[src/rtl/rx_retimer_pkg.sv]
package rx_retimer_pkg;

  typedef enum logic [1:0] {
    CAP_IDLE  = 2'd0,
    CAP_START = 2'd1,
    CAP_DATA  = 2'd2
  } cap_state_t;

  // Tick index (counted from the falling edge) at which the start bit is re-checked.
  function automatic int start_confirm_tick(input int osr);
    return (osr / 2) - 1;
  endfunction

  // Tick index at which a data bit is sampled, counted from the previous sample.
  function automatic int bit_sample_tick(input int osr);
    return osr - 1;
  endfunction

  // Number of falling strobe edges that move a bit onto the output.
  function automatic int advance_edges(input int nbits);
    return nbits - 1;
  endfunction

endpackage

[src/rtl/rx_retimer_tick.sv]
module rx_retimer_tick #(
  parameter int DIV = 4
) (
  input  logic clk,
  input  logic rst_n,
  output logic tick
);
  localparam int CW = (DIV > 1) ? $clog2(DIV) : 1;
  localparam logic [CW-1:0] LAST = CW'(DIV - 1);

  logic [CW-1:0] cnt;

  always_ff @(posedge clk or negedge rst_n) begin
    if (!rst_n) begin
      cnt  <= '0;
      tick <= 1'b0;
    end else if (cnt == LAST) begin
      cnt  <= '0;
      tick <= 1'b1;
    end else begin
      cnt  <= cnt + 1'b1;
      tick <= 1'b0;
    end
  end
endmodule

[src/rtl/rx_retimer_sync.sv]
module rx_retimer_sync #(
  parameter int   STAGES  = 2,
  parameter logic RST_VAL = 1'b0
) (
  input  logic clk,
  input  logic rst_n,
  input  logic d,
  output logic q
);
  logic [STAGES-1:0] chain;

  generate
    for (genvar i = 0; i < STAGES; i++) begin : g_stage
      if (i == 0) begin : g_first
        always_ff @(posedge clk or negedge rst_n) begin
          if (!rst_n) chain[0] <= RST_VAL;
          else        chain[0] <= d;
        end
      end else begin : g_next
        always_ff @(posedge clk or negedge rst_n) begin
          if (!rst_n) chain[i] <= RST_VAL;
          else        chain[i] <= chain[i-1];
        end
      end
    end
  endgenerate

  assign q = chain[STAGES-1];
endmodule

[src/rtl/rx_retimer_capture.sv]
module rx_retimer_capture
  import rx_retimer_pkg::*;
#(
  parameter int OSR   = 16,
  parameter int NBITS = 9
) (
  input  logic             clk,
  input  logic             rst_n,
  input  logic             tick,
  input  logic             rx,
  output logic [NBITS-1:0] cap_data,
  output logic             cap_done
);
  localparam int TW = $clog2(OSR);
  localparam int BW = $clog2(NBITS);
  localparam logic [TW-1:0] MID_T  = TW'(start_confirm_tick(OSR));
  localparam logic [TW-1:0] BIT_T  = TW'(bit_sample_tick(OSR));
  localparam logic [BW-1:0] LAST_B = BW'(NBITS - 1);

  cap_state_t      st;
  logic [TW-1:0]   tcnt;
  logic [BW-1:0]   bidx;
  logic            prev_rx;

  always_ff @(posedge clk or negedge rst_n) begin
    if (!rst_n) begin
      st       <= CAP_IDLE;
      tcnt     <= '0;
      bidx     <= '0;
      prev_rx  <= 1'b1;
      cap_data <= '0;
      cap_done <= 1'b0;
    end else begin
      cap_done <= 1'b0;
      if (tick) begin
        unique case (st)
          CAP_IDLE: begin
            prev_rx <= rx;
            if (prev_rx && !rx) begin
              st   <= CAP_START;
              tcnt <= '0;
            end
          end
          CAP_START: begin
            if (tcnt == MID_T) begin
              tcnt <= '0;
              bidx <= '0;
              if (!rx) begin
                st <= CAP_DATA;
              end else begin
                st      <= CAP_IDLE;
                prev_rx <= rx;
              end
            end else begin
              tcnt <= tcnt + 1'b1;
            end
          end
          CAP_DATA: begin
            if (tcnt == BIT_T) begin
              tcnt     <= '0;
              cap_data <= {rx, cap_data[NBITS-1:1]};
              if (bidx == LAST_B) begin
                cap_done <= 1'b1;
                st       <= CAP_IDLE;
                prev_rx  <= rx;
              end else begin
                bidx <= bidx + 1'b1;
              end
            end else begin
              tcnt <= tcnt + 1'b1;
            end
          end
          default: st <= CAP_IDLE;
        endcase
      end
    end
  end
endmodule

[src/rtl/rx_retimer_hold.sv]
module rx_retimer_hold
  import rx_retimer_pkg::*;
#(
  parameter int NBITS = 9
) (
  input  logic             clk,
  input  logic             rst_n,
  input  logic             cap_done,
  input  logic [NBITS-1:0] cap_data,
  input  logic             strb,
  input  logic             rx,
  output logic             rdy_n,
  output logic             data_out,
  output logic             overrun,
  output logic             active,
  output logic             load_evt,
  output logic             drop_evt,
  output logic             strb_rise,
  output logic             strb_fall,
  output logic [NBITS-1:0] hold_word
);
  localparam int FW = $clog2(NBITS);
  localparam logic [FW-1:0] LAST_F = FW'(advance_edges(NBITS));

  logic          strb_q;
  logic [FW-1:0] fcnt;

  assign strb_rise = strb & ~strb_q;
  assign strb_fall = ~strb & strb_q;
  assign load_evt  = cap_done & ~active;
  assign drop_evt  = cap_done & active;
  assign data_out  = active ? hold_word[0] : rx;

  always_ff @(posedge clk or negedge rst_n) begin
    if (!rst_n) begin
      strb_q    <= 1'b0;
      hold_word <= '0;
      active    <= 1'b0;
      rdy_n     <= 1'b1;
      fcnt      <= '0;
      overrun   <= 1'b0;
    end else begin
      strb_q <= strb;
      if (drop_evt) overrun <= 1'b1;
      if (load_evt) begin
        hold_word <= cap_data;
        fcnt      <= '0;
        if (!strb) begin
          active <= 1'b1;
          rdy_n  <= 1'b0;
        end
      end else if (active) begin
        if (strb_rise) rdy_n <= 1'b1;
        if (strb_fall) begin
          if (fcnt == LAST_F) begin
            active <= 1'b0;
          end else begin
            hold_word <= hold_word >> 1;
            fcnt      <= fcnt + 1'b1;
          end
        end
      end
    end
  end
endmodule

[src/rtl/rx_retimer.sv]
module rx_retimer #(
  parameter int DIV   = 4,
  parameter int OSR   = 16,
  parameter int NBITS = 9
) (
  input  logic clk,
  input  logic rst_n,
  input  logic rx_in,
  input  logic strobe_in,
  output logic rdy_n,
  output logic data_out,
  output logic overrun
);
  logic             tick;
  logic             rx_s;
  logic             strb_s;
  logic [NBITS-1:0] cap_data;
  logic             cap_done;
  logic             active;
  logic             load_evt;
  logic             drop_evt;
  logic             strb_rise;
  logic             strb_fall;
  logic [NBITS-1:0] hold_word;

  rx_retimer_tick #(.DIV(DIV)) u_tick (
    .clk(clk), .rst_n(rst_n), .tick(tick)
  );

  rx_retimer_sync #(.STAGES(2), .RST_VAL(1'b1)) u_rx_sync (
    .clk(clk), .rst_n(rst_n), .d(rx_in), .q(rx_s)
  );

  rx_retimer_sync #(.STAGES(2), .RST_VAL(1'b0)) u_strb_sync (
    .clk(clk), .rst_n(rst_n), .d(strobe_in), .q(strb_s)
  );

  rx_retimer_capture #(.OSR(OSR), .NBITS(NBITS)) u_cap (
    .clk(clk), .rst_n(rst_n), .tick(tick), .rx(rx_s),
    .cap_data(cap_data), .cap_done(cap_done)
  );

  rx_retimer_hold #(.NBITS(NBITS)) u_hold (
    .clk(clk), .rst_n(rst_n), .cap_done(cap_done), .cap_data(cap_data),
    .strb(strb_s), .rx(rx_s), .rdy_n(rdy_n), .data_out(data_out),
    .overrun(overrun), .active(active), .load_evt(load_evt),
    .drop_evt(drop_evt), .strb_rise(strb_rise), .strb_fall(strb_fall),
    .hold_word(hold_word)
  );
endmodule

[config.mk]
export PLATFORM = sky130hd
export DESIGN_NAME = rx_retimer
export DESIGN_NICKNAME = d
export VERILOG_FILES = /design/src/rtl/rx_retimer_pkg.sv /design/src/rtl/rx_retimer_tick.sv /design/src/rtl/rx_retimer_sync.sv /design/src/rtl/rx_retimer_capture.sv /design/src/rtl/rx_retimer_hold.sv /design/src/rtl/rx_retimer.sv
export SDC_FILE = /design/constraint.sdc
export NUM_CORES = 1
export LEC_CHECK = 0
export BUFFER_PORTS_ARGS = -buffer_cell sky130_fd_sc_hd__buf_2
export CAP_MARGIN = 20
export CORE_MARGIN = 2
export CORE_UTILIZATION = 65
export DETAILED_ROUTE_END_ITERATION = 12
export PLACE_DENSITY_LB_ADDON = 0.25
export SLEW_MARGIN = 25
export SYNTH_ARGS = -nofsm -noshare
export SYNTH_HDL_FRONTEND = slang
export SYNTH_SLANG_ARGS = --single-unit
[constraint.sdc]
create_clock -name clk -period 3.4 [get_ports clk]
set_input_delay 0 -clock clk [delete_from_list [all_inputs] [get_ports clk]]
set_output_delay 0 -clock clk [all_outputs]
set_load 0.02 [all_outputs]
After elaboration in Yosys (flattened, before gate mapping)

Index checks and enable logic that the tools add are counted.

Bits in registers: 45
Bits of input ports: 4
Output and inout bits: 3

Add/subtract/negate cells: 4
Equality and inequality tests: 15
Multiplexer cells: 43
Bitwise logic cells: 7
Reductions and logical operators: 15

Operators by type and width:

| kind                  | count |
|---|---|
| $mux W4               | 10 |
| $mux W9               | 4 |
| $mux W1               | 19 |
| $add A4 B1 Y4 const B | 3 |
| $eq A4 B4 Y1 const B  | 3 |
| $mux W2               | 6 |
| $pmux W4 S3           | 1 |
| $reduce_and A3 Y1     | 4 |
| $reduce_and A5 Y1     | 2 |
| $ne A2 B1 Y1 const B  | 4 |
| $ne A2 B2 Y1 const B  | 4 |
| $pmux W4 S2           | 1 |
| $reduce_bool A2 Y1    | 4 |
| $pmux W2 S3           | 1 |
| $reduce_and A6 Y1     | 1 |
| $and A1 B1 Y1         | 4 |
| $eq A2 B2 Y1 const B  | 2 |
| $eq A4 B3 Y1 const B  | 1 |
| $not A1 Y1            | 3 |
| $pmux W1 S3           | 1 |
| $reduce_bool A3 Y1    | 1 |
| $add A2 B1 Y2 const B | 1 |
| $eq A2 B1 Y1 const B  | 1 |
| $logic_not A2 Y1      | 1 |
| 2 further kinds       | 2 |

Depth between registers and ports, before layout

Word-level depth: 5
Mapped depth: 7

Modules after synthesis

Synthesis repeated with hierarchy kept, for this count alone.

Cells, all modules: 181
Area total of the unflattened synthesis: 2,147.1 sq um

Modules (own cells, without submodules):

| module                        | instances | cells each | area an instance (sq um) |
|---|---|---|---|
| rx_retimer_capture            | 1         | 97         | 1,094.8 |
| rx_retimer_hold               | 1         | 75         | 858.3 |
| rx_retimer_tick               | 1         | 5          | 91.3 |
| rx_retimer_sync (u_rx_sync)   | 1         | 2          | 52.6 |
| rx_retimer_sync (u_strb_sync) | 1         | 2          | 50.0 |

Worst setup path before layout

OpenSTA, ideal clock, no wires.

Kind: flip-flop to flip-flop
Start point: reg u_cap.st[0]
End point: reg u_cap.st[1]
Arrival: 1.637 ns
Setup slack: 1.637 ns
Cell stages (with the launch flop): 8
Buffers on the path: 1
Clock period less this slack: 1.763 ns
Cells stage by stage: dfrtp_1 -> inv_1 -> ha_1 -> buf_6 -> or2_1 -> o211a_4 -> nand2b_4 -> a221o_1

Cells in the longest elaborated chain, start to end: 3
Elaborated cells on any way between the ends: 9

RTL lines:

| item                                 | line                     | text |
|---|---|---|
| from (decl)                          | rx_retimer_capture.sv:20 | `cap_state_t st;` |
| from (signal assigned)               | rx_retimer_capture.sv:27 | `st <= CAP_IDLE;` |
| from (signal assigned)               | rx_retimer_capture.sv:40 | `st <= CAP_START;` |
| from (signal assigned)               | rx_retimer_capture.sv:49 | `st <= CAP_DATA;` |
| $eq A2 B2 Y1 (tied with other cells) | rx_retimer_capture.sv:36 | `unique case (st)` |
| $ne A2 B1 Y1 (no source line)        | -                        |  |
| $reduce_and A5 Y1 (no source line)   | -                        |  |

Parallel ways exist; a longest one is shown, timed or not.
A chain may end at the register's enable or synchronous reset.

Worst setup path in the final report

Start point: reg u_cap.st[0]
End point: reg u_cap.bidx[3]

Cells in the longest elaborated chain, start to end: 3
Elaborated cells on any way between the ends: 8

RTL lines:

| item                                                  | line                     | text |
|---|---|---|
| $eq A2 B2 Y1 / $eq A2 B1 Y1 (equally long branches)   | rx_retimer_capture.sv:36 |  |
| $ne A2 B2 Y1 (no source line) (tied with other cells) | -                        |  |
| $reduce_and A5 Y1 (no source line)                    | -                        |  |
| to (signal assigned)                                  | rx_retimer_capture.sv:67 | `bidx <= bidx + 1'b1;` |
| to (decl)                                             | rx_retimer_capture.sv:22 | `logic [BW-1:0] bidx;` |

Parallel ways exist; a longest one is shown, timed or not.

==> impl_results.md <==
* Final net count at roughly 210
* Peak VDD IR at 0.3991 mV
* Die Span Y at between 60 and 70 um
* Pwr/cell area at about 520 mW/mm^2
* Initial DRT Pass Iterations at 4
* Final Slew Violations at 0
* Count of cell types in the netlist at slightly above 40
* CP arrival at about 2.2 ns
* Routability cong. at roughly 0.81
* Grt ovf at 0
* CTS Buf Count at 5
* Vias per Instance at roughly 5.7
* Setup Skew at between 0.01 and 0.015 ns
* Status: completed
* CTS root buf: clkbuf_4
* TNS Setup at 0 ns
* Global-route wire length before repair at 6.037 mm
* Fill cell count at 216
* GRT Util Overall at 0.2251
* Unrepaired setup endpoints after global routing: no
* Xor/xnor share of the synthesized area at 0.01237
* Setup Crit Path Kind: register to register
* Syn_area_per_cell at 11.24 um^2
* Core area at between 0.003 and 0.004 mm^2
* Detailed-route via count at 1391
* Slew Limit Headroom at 0.5388
* Clk buf depth at 2
* # diodes at 0
* IO buf count at 6
* Area Overhead vs Synth at 8.186%
* Count of final setup violators at 0
* Simple-Gate Fraction of Synth Area at 0.1519
* Resize count post-CTS at 0
* Number of synthesized flops with an enable pin at 0
* CTS H-tree lvls at 2
* Hold WC Path Type: input port to asynchronous set/reset pin
* Complex-gate fraction of the synthesized area at 0.1219
* Placed Cells at 234
* Die W at 61.17 um
* Worst-path clk slew at around 0.13 ns
* Cell Rows at 20
* Leak at roughly 1.0 nW
* HPWL after DPL at around 2.4 mm
* Largest family of logic cells by synthesized area: simple AND/OR/NAND/NOR gates
* Worst Setup End Kind: register
* Io pins at 7
* Max Clock Freq at between 0.5 and 0.6 GHz
* Postcts setup bufs at 0
* Required time of the critical path at 3.68 ns
* Mapped Nets at approximately 200
* Routed Antenna Nets at 0
* DRT iter0 DRCs at slightly above 90
* CTS tree: built
* Synth warn at 0
* Max_cap viols at 0
* Fin crit period at ~1.9 ns
* Layout cells sized above 1 at 0.1592
* Final core occ at 0.7467
* Worst-Margin Slew at between 0.6 and 0.7 ns
* Die area at about 0.0037 mm^2
* Worst path setup slack after routing at about 1.5 ns
* Pre-CTS setup slack at 1.502 ns
* Ys async rst share at 1.000
* Worst-path fanout max at 11
* Vias in the first global route at between 1000 and 1500
* Routed WL at roughly 3.5 mm
* Mux cell area share after synthesis at 0.08481
* Most frequent cells in the layout: dfrtp_1 (41), o21ai_0 (19), nand2_1 (14), inv_1 (12)
* Final std cells w/o fill at 245
* Endpoints failing hold at 0
* Residual DRC at 0
* Synth Cell Area at ~0.0021 mm^2
* Synth Flop Type: dfrtp_1
* Most common cell after layout, fill and taps aside: dfrtp_1
* Total power after layout at approximately 1.2 mW
* Routed len/inst at 14.18 um
* Sequential area share after synthesis at 0.5324
* Initial antenna violation count at 0
* Startpoint Class: register
* Largest net degree at the start of global routing at 46
* Clk Latency, worst-skew pair at about 0.36 ns
* Post-Synth Adder-Cell Area at 0.05889
* Final period util at 0.5702
* Synth Register Bits at between 40 and 50
* CTS sink cnt at 45
* Synth Instances at roughly 190
* Initial core utilization at 0.6902
-- synthesized netlist by cell type (2+ instances only) --
master    instances  share of area
nand2b_1          5          0.015
a21oi_1           6          0.014
clkbuf_1          2         0.0035
ha_1             10          0.059
buf_6             2          0.011
o21ai_0          19          0.045
and2_1            3         0.0088
dfrtp_1          41           0.48
inv_1            12          0.021
nor2_1           10          0.018
dfstp_2           4          0.049
nand4_1           2         0.0059
mux2_2            8          0.042
or2_1             2         0.0059
nand2_1          14          0.025
nor2b_1           4          0.012
xor2_1            2         0.0082
mux2i_1           9          0.042
nand3_1           8          0.019
nand3b_1          4          0.014
o31ai_1           2         0.0071
-- area by class of cell --
| cell class | instances | area [um^2] | area share |
|---|---|---|---|
| Clock buffer | 6 | 51.30 | 0.02232 |
| Clock inverter | 2 | 37.54 | 0.01633 |
| Inverter | 12 | 45.04 | 0.01960 |
| Timing Repair Buffer | 9 | 62.56 | 0.02722 |
| Sequential cell | 45 | 1131 | 0.4921 |
| Multi-Input combinational cell | 127 | 915.9 | 0.3985 |
| Tap cell | 44 | 55.05 | 0.02395 |
-- power breakdown --
| part | internal [mW] | leakage, nW | switching, mW |
|---|---|---|---|
| Sequential | 0.570 | 0.599 | 0.0318 |
| Combinational | 0.114 | 0.403 | 0.146 |
| Clock | 0.175 | 0.0445 | 0.169 |
-- registers in the layout (all words and copies together), names as in the netlist, 2 cells and up --
name	count
u_cap.st	2
u_hold.fcnt	4
u_cap.cap_data	9
u_hold.hold_word	9
u_cap.bidx	4
u_tick.cnt	2
u_cap.tcnt	4
-- metal layers --
metal	routed length [um]	share of wire	vias up	global-route usage
li1	-	-	681	-
met2	1812	0.52	12	0.3936
met3	105	0.030	6	0.06933
met4	48	0.014	0	0.08075
met1	1508	0.43	692	0.2609
met5	0	0	-	0
-- logic make-up after synthesis --
| group | after synthesis |
|---|---|
| simple gates | 58 |
| mux | 17 |
| compound gates | 39 |
| fa+ha+maj | 10 |
| buf+inv | 17 |
| flops | 45 |
| xor+xnor | 3 |
-- critical path: stages, from the launching register on --
cell and delay, ns:
dfrtp_1 0.44, inv_1 0.09, ha_1 0.36, nor2b_1 0.19, a32oi_1 0.18, or2_1 0.33
o311ai_2 0.25
-- worst paths after layout --
| check | startpoint | endpoint | slack (ns) | depth (start not counted) |
|---|---|---|---|---|
| worst min-delay path | rst_n | u_hold.hold_word[3]$_DFFE_PN0P_ | 0.14 | 2 |
| max in group asynchronous | rst_n | u_hold.rdy_n$_DFFE_PN1P_ | 2.87 | 2 |
| min in group clk | strobe_in | u_strb_sync.chain[0]$_DFF_PN0_ | 0.28 | 2 |
| worst max-delay path | u_cap.st[0]$_DFFE_PN0P_ | u_cap.bidx[3]$_DFFE_PN0P_ | 1.46 | 6 |
| worst max register to register | u_cap.st[0]$_DFFE_PN0P_ | u_cap.bidx[3]$_DFFE_PN0P_ | 1.46 | 6 |
| worst min register to register | u_rx_sync.chain[0]$_DFF_PN1_ | u_rx_sync.q$_DFF_PN1_ | 0.37 | 0 |
-- through the flow --
step                      instance area [um^2]  hold WS (ns)
after floorplan                           2125       -0.2956
after CTS                                 2296        0.2692
after detailed placement                  2177        0.1129
after global routing                      2298        0.2059
after global placement                    2175        0.1058
final                                     2298        0.1406
-- what timing repair did --
| item | 4_1_cts | 5_1_grt |
|---|---|---|
| endpoints found under the setup margin | 0 | 0 |
| hold buffers | 3 | 0 |
| hold endpoints to repair | 43 | 0 |
Note: power is estimated with default switching activity, not from simulation.
